[config.mk]
export PLATFORM = sky130hd
export DESIGN_NAME = lcd_polarity_gen
export DESIGN_NICKNAME = d
export VERILOG_FILES = /design/src/rtl/lcd_pol_pkg.sv /design/src/rtl/lcd_pol_rstsync.sv /design/src/rtl/lcd_pol_regs.sv /design/src/rtl/lcd_pol_linecnt.sv /design/src/rtl/lcd_pol_toggle.sv /design/src/rtl/lcd_polarity_gen.sv
export SDC_FILE = /design/constraint.sdc
export NUM_CORES = 1
export LEC_CHECK = 0
export ABC_AREA = 1
export BUFFER_PORTS_ARGS = -buffer_cell sky130_fd_sc_hd__buf_2
export CAP_MARGIN = 40
export CORE_ASPECT_RATIO = 1.1
export CORE_MARGIN = 2
export CORE_UTILIZATION = 40
export DETAILED_ROUTE_END_ITERATION = 8
export HOLD_SLACK_MARGIN = 0.12
export PLACE_DENSITY = 0.63
export SYNTH_ARGS = -nofsm -noshare
export SYNTH_HDL_FRONTEND = slang
export SYNTH_SLANG_ARGS = --single-unit
[constraint.sdc]
create_clock -name clk -period 0.8 [get_ports clk]
set_input_delay 0.12 -clock clk [delete_from_list [all_inputs] [get_ports clk]]
set_output_delay 0.12 -clock clk [all_outputs]
set_load 0.01 [all_outputs]
[src/rtl/lcd_pol_pkg.sv]
package lcd_pol_pkg;

  typedef enum logic {
    MODE_FRAME = 1'b0,
    MODE_LINE  = 1'b1
  } ac_mode_e;

endpackage

[src/rtl/lcd_pol_rstsync.sv]
module lcd_pol_rstsync #(
  parameter int STAGES = 2
) (
  input  logic clk,
  input  logic rst_n,
  output logic rst_sync_n
);

  logic [STAGES-1:0] sync_q;
  logic [STAGES-1:0] sync_d;

  always_comb begin
    sync_d = {sync_q[STAGES-2:0], 1'b1};
  end

  always_ff @(posedge clk or negedge rst_n) begin
    if (!rst_n) begin
      sync_q <= '0;
    end else begin
      sync_q <= sync_d;
    end
  end

  assign rst_sync_n = sync_q[STAGES-1];

endmodule

[src/rtl/lcd_pol_regs.sv]
module lcd_pol_regs
  import lcd_pol_pkg::*;
#(
  parameter int RATE_W = 5,
  parameter int DATA_W = 8
) (
  input  logic              clk,
  input  logic              rst_n,
  input  logic              wr_en,
  input  logic [DATA_W-1:0] wr_data,
  output logic [RATE_W-1:0] rate,
  output ac_mode_e          mode,
  output logic [DATA_W-1:0] rd_data
);

  localparam int PAD_W = DATA_W - RATE_W;

  logic [RATE_W-1:0] rate_q;
  logic [RATE_W-1:0] rate_d;
  logic              unused_hi;

  assign unused_hi = ^wr_data[DATA_W-1:RATE_W];

  always_comb begin
    rate_d = rate_q;
    if (wr_en) begin
      rate_d = wr_data[RATE_W-1:0];
    end
  end

  always_ff @(posedge clk or negedge rst_n) begin
    if (!rst_n) begin
      rate_q <= '0;
    end else begin
      rate_q <= rate_d;
    end
  end

  assign rate    = rate_q;
  assign mode    = (rate_q == '0) ? MODE_FRAME : MODE_LINE;
  assign rd_data = {{PAD_W{1'b0}}, rate_q};


  wr_load_chk: assert property (@(posedge clk) disable iff (!rst_n)
    wr_en |=> rate == $past(wr_data[RATE_W-1:0]));


  rate_hold_chk: assert property (@(posedge clk) disable iff (!rst_n)
    !wr_en |=> $stable(rate));

endmodule

[src/rtl/lcd_pol_linecnt.sv]
module lcd_pol_linecnt
  import lcd_pol_pkg::*;
#(
  parameter int RATE_W = 5
) (
  input  logic              clk,
  input  logic              rst_n,
  input  logic              clr,
  input  logic              line_pulse,
  input  ac_mode_e          mode,
  input  logic [RATE_W-1:0] rate,
  output logic              wrap
);

  localparam int CNT_W = RATE_W + 1;

  logic [CNT_W-1:0] cnt_q;
  logic [CNT_W-1:0] cnt_d;
  logic [CNT_W-1:0] last_val;
  logic             step;
  logic             at_last;

  assign last_val = {rate, 1'b0};
  assign step     = line_pulse && (mode == MODE_LINE) && !clr;
  assign at_last  = (cnt_q == last_val);

  always_comb begin
    cnt_d = cnt_q;
    if (clr) begin
      cnt_d = '0;
    end else if (step) begin
      cnt_d = at_last ? '0 : cnt_q + 1'b1;
    end
  end

  always_ff @(posedge clk or negedge rst_n) begin
    if (!rst_n) begin
      cnt_q <= '0;
    end else begin
      cnt_q <= cnt_d;
    end
  end

  assign wrap = step && at_last;


  cnt_bound_chk: assert property (@(posedge clk) disable iff (!rst_n)
    cnt_q <= last_val);


  wr_clear_chk: assert property (@(posedge clk) disable iff (!rst_n)
    clr |=> cnt_q == '0);


  frame_keep_chk: assert property (@(posedge clk) disable iff (!rst_n)
    (!clr && !line_pulse) |=> $stable(cnt_q));

endmodule

[src/rtl/lcd_pol_toggle.sv]
module lcd_pol_toggle
  import lcd_pol_pkg::*;
(
  input  logic     clk,
  input  logic     rst_n,
  input  logic     wr_en,
  input  logic     frame_pulse,
  input  ac_mode_e mode,
  input  logic     wrap,
  output logic     ac
);

  logic ac_q;
  logic ac_d;
  logic frame_flip;

  assign frame_flip = (mode == MODE_FRAME) && frame_pulse && !wr_en;

  always_comb begin
    ac_d = ac_q;
    if (wrap || frame_flip) begin
      ac_d = ~ac_q;
    end
  end

  always_ff @(posedge clk or negedge rst_n) begin
    if (!rst_n) begin
      ac_q <= 1'b0;
    end else begin
      ac_q <= ac_d;
    end
  end

  assign ac = ac_q;


  frame_flip_chk: assert property (@(posedge clk) disable iff (!rst_n)
    ((mode == MODE_FRAME) && frame_pulse && !wr_en) |=> ac != $past(ac));


  line_mode_hold_chk: assert property (@(posedge clk) disable iff (!rst_n)
    ((mode == MODE_LINE) && !wrap) |=> $stable(ac));


  wr_hold_chk: assert property (@(posedge clk) disable iff (!rst_n)
    wr_en |=> $stable(ac));

endmodule

[src/rtl/lcd_polarity_gen.sv]
module lcd_polarity_gen
  import lcd_pol_pkg::*;
#(
  parameter int RATE_W = 5,
  parameter int DATA_W = 8,
  parameter int SYNC_STAGES = 2
) (
  input  logic              clk,
  input  logic              rst_n,
  input  logic              line_pulse,
  input  logic              frame_pulse,
  input  logic              rate_wr,
  input  logic [DATA_W-1:0] rate_wdata,
  output logic [DATA_W-1:0] rate_rdata,
  output logic              ac_level
);

  logic              rst_sync_n;
  logic [RATE_W-1:0] rate;
  ac_mode_e          mode;
  logic              wrap;

  lcd_pol_rstsync #(.STAGES(SYNC_STAGES)) u_rstsync (
    .clk        (clk),
    .rst_n      (rst_n),
    .rst_sync_n (rst_sync_n)
  );

  lcd_pol_regs #(.RATE_W(RATE_W), .DATA_W(DATA_W)) u_regs (
    .clk     (clk),
    .rst_n   (rst_sync_n),
    .wr_en   (rate_wr),
    .wr_data (rate_wdata),
    .rate    (rate),
    .mode    (mode),
    .rd_data (rate_rdata)
  );

  lcd_pol_linecnt #(.RATE_W(RATE_W)) u_linecnt (
    .clk        (clk),
    .rst_n      (rst_sync_n),
    .clr        (rate_wr),
    .line_pulse (line_pulse),
    .mode       (mode),
    .rate       (rate),
    .wrap       (wrap)
  );

  lcd_pol_toggle u_toggle (
    .clk         (clk),
    .rst_n       (rst_sync_n),
    .wr_en       (rate_wr),
    .frame_pulse (frame_pulse),
    .mode        (mode),
    .wrap        (wrap),
    .ac          (ac_level)
  );


  line_ignored_chk: assert property (@(posedge clk) disable iff (!rst_sync_n)
    ((rate_rdata == '0) && !frame_pulse) |=> $stable(ac_level));

endmodule

==> metrics <==
status=complete, but fails checks; failing checks=negative setup slack; critical path cell sequence=inv_2, nand2_1, nand2_1, nand2_1, nor2_2, nand2_2, nand2_4, o21ai_2; data arrival time of the critical path=1.40 ns; Crit. Startpoint=u_regs.rate[0]; antenna violations before repair=0; Final Hold Vio Count=0; source-to-sink clock delay at the later pin of the worst-skew pair=~0.28 ns; sequential group share of total power=~46%; RSZ-0062 raised after global routing=yes; cell type of the slowest stage on the worst timing path=dfrtp_1; clock tree from TritonCTS=done; critical path peak fanout=5; gr ovfl total=0; remaining design rule violation count=0; area of the mapped netlist=between 700 and 800 um2; Synth Area per Inst=8.133 um2; share of total power consumed by net switching=about 28%; clock group share of total power=28.0%; Setup Viol. Count Final=15; Die Span Y=just under 50 um; clock-pin slew reported for the worst setup and hold paths after clock tree synthesis=around 0.09 ns; switching power total=0.0005124 W; clock sink count=14; clk buf depth=2; crit-path max cell delay=0.43 ns; number of placement rows=16; ports placed on the boundary=22; number of vias after detailed routing=676; final count of pins violating max slew=0; combinational group share of total power=25.9%; maximum number of pins on one net before global-route repair=13; wire length of the first global-routing pass=2539 um; number of H-tree levels=1; I/O Buffers=15; Starting Density=42.47%; Pleak=0.5293 nW; share of final-layout standard cells stronger than drive strength 1=51.18%; hold bufs inserted after CTS=5; Final ANT Viol Nets=0; flops & latches, synth=14; total chip power=0.001804 W; max_cap viols=0; min cycle time layout=1.230 ns; Core Region=1762 um2; die width=45.24 um; cell type with the highest occurrence count on the critical path=nand2_1; startpoint of the tightest hold check path=rate_wdata[2]; hold slack final=0.07386 ns; Worst setup SP type=flop; Worst VDD drop=1120 uV; worst clock skew=between 0.007 and 0.008 ns; final estimated routing congestion in global placement=0.8061; synth-to-layout area growth=48.16%; category of the critical setup timing path=reg2reg; starting DRC count in detailed routing=1; post-synth cell types=24; post-detailed-routing wire length=~1600 um; iteration count of the initial detailed-routing pass=4; Final WS setup=-0.4300 ns; highest clock frequency the design can meet=813.0 MHz; post-detailed-placement half-perimeter wirelength=between 1000 and 1500 um; final-stage net count=142; Power Density=approximately 1600 nW/um2; internal power component=0.001291 W; post-detailed-route via-to-cell ratio=4.662; global-route total usage across every layer=~15%; nature of the critical path endpoint=flop; final cycle utilization of the critical path=153.7%; worst endpoint required time=0.97 ns; Buffers & Inverters on Critical Path=1; DIE AREA=2233 um2; clock buffers created by TritonCTS=3; Seq/Total Area, Yosys=46.82%; instance count of the mapped netlist=92; n_diodes=0; launch point of the worst reg-to-reg path=u_regs.rate[0]; Routed WL per cell=roughly 11 um; worst min-delay path category=in2reg; root buf cell=clkbuf_4; kind of cell adding the most delay to the critical path=simple AND/OR/NAND/NOR gates; via count of the first global-routing pass=around 620; synthesis warning total=0
## final timing paths
| check | to | cells past startpoint | slack [ns] |
|---|---|---|---|
| max in group asynchronous | u_linecnt.cnt_q[0] | 1 | 0.46 |
| min reg2reg | u_linecnt.cnt_q[1] | 1 | 0.16 |
| max reg2reg | u_linecnt.cnt_q[5] | 8 | -0.43 |
| max | u_linecnt.cnt_q[5] | 8 | -0.43 |
| min | u_regs.rate[2] | 2 | 0.07 |
| min in group asynchronous | u_rstsync.sync_q[0] | 2 | 0.15 |
## placed cells by master, fill, tap and decap left out, drive strengths merged, types with 2 or more instances in the layout
master,Yosys,layout
dlygate4sd3,0,5
nand2,30,30
dfrtp,14,14
buf,4,28
clkbuf,0,4
nor3,2,2
inv,9,9
nor2,8,8
a21oi,2,2
o21ai,9,9
nand3,6,6
conb,2,4
xor2,2,2
## synth_stat cells, drive strengths merged
cell,instances,area share (%)
xnor2,1,1.2
dfrtp,14,47
ha,1,1.7
nor2,8,5.4
nand3,6,4.7
o21ai,9,6.5
nor3,2,2.7
conb,2,1.0
mux2,1,1.5
inv,9,4.5
xor2,2,2.3
nand2,30,15
or2,1,0.84
buf,4,3.7
a21oi,2,1.8
## final cells by class
cell class                      count  area, um2
Clock buffer                        4      36.28
Multi-Input combinational cell     67      411.6
Timing Repair Buffer               33      250.2
Tap cell                           18      22.52
Sequential cell                    14      354.1
Fill cell                         150      653.1
Inverter                            9      33.78
## worst reg2reg max path: stages (launching register included)
cell and delay, ns:
dfrtp_1 0.43, inv_2 0.08, nand2_1 0.05, nand2_1 0.05
nand2_1 0.05, nor2_2 0.17, nand2_2 0.10, nand2_4 0.12
o21ai_2 0.06
## metal layers
metal  track usage (%)  vias to the layer above  wire length (um)
met5                 0                        -                 0
met4             2.941                        0                 9
met3             4.444                        3                69
met2             26.19                       14               801
met1             18.71                      308               734
li1                  -                      351                 -
## logic make-up (layout without fill, tap and decap cells)
kind of cell | after synthesis | count (layout) | synth area share (%)
buf+inv | 13 | 46 | 8.193
mux | 1 | 1 | 1.505
xor+xnor | 3 | 3 | 3.512
flops | 14 | 14 | 46.82
compound gates | 11 | 11 | 8.361
simple gates | 47 | 47 | 28.93
fa+ha+maj | 1 | 1 | 1.672
other cells | 2 | 4 | 1.004
## power by group through the flow
| stage | logic (W) | clock network [W] | registers [W] |
|---|---|---|---|
| after floorplan | 0.000165 | 0 | 0.000866 |
| after global placement | 0.000330 | 0 | 0.000837 |
| after detailed placement | 0.000329 | 0 | 0.000840 |
| after CTS | 0.000408 | 0.000520 | 0.000821 |
| after global routing | 0.000518 | 0.000576 | 0.000842 |
| final | 0.000467 | 0.000505 | 0.000832 |
## flip-flops by register name, indices dropped and copies added (netlist names)
signal / cells
u_regs.rate: 5
u_linecnt.cnt_q: 6
u_toggle.ac: 1
u_rstsync.sync_q: 2
## metrics by stage
stage          cell area [um2]  worst slack [ns]  setup TNS, ns  util (%)  cells
2_1_floorplan            760.7           -0.2979         -1.979         -     94
3_5_place_dp             913.4           -0.4087         -2.858     51.85    134
6_report                  1109           -0.4300         -4.363     62.93    145
4_1_cts                   1027           -0.4030         -3.959     58.31    144
5_1_grt                   1109           -0.4992         -5.428     62.93    145
3_3_place_gp             913.4           -0.4233         -2.942     51.85    134
## what timing repair did
| item | CTS | global route |
|---|---|---|
| resized for setup | 5 | 25 |
| buffers inserted | 1 | 3 |
| endpoints found under the hold margin | 7 | 1 |
| setup endpoints to repair | 16 | 17 |
| pin swaps | 3 | 13 |
Power figures use the tool's default switching activity.
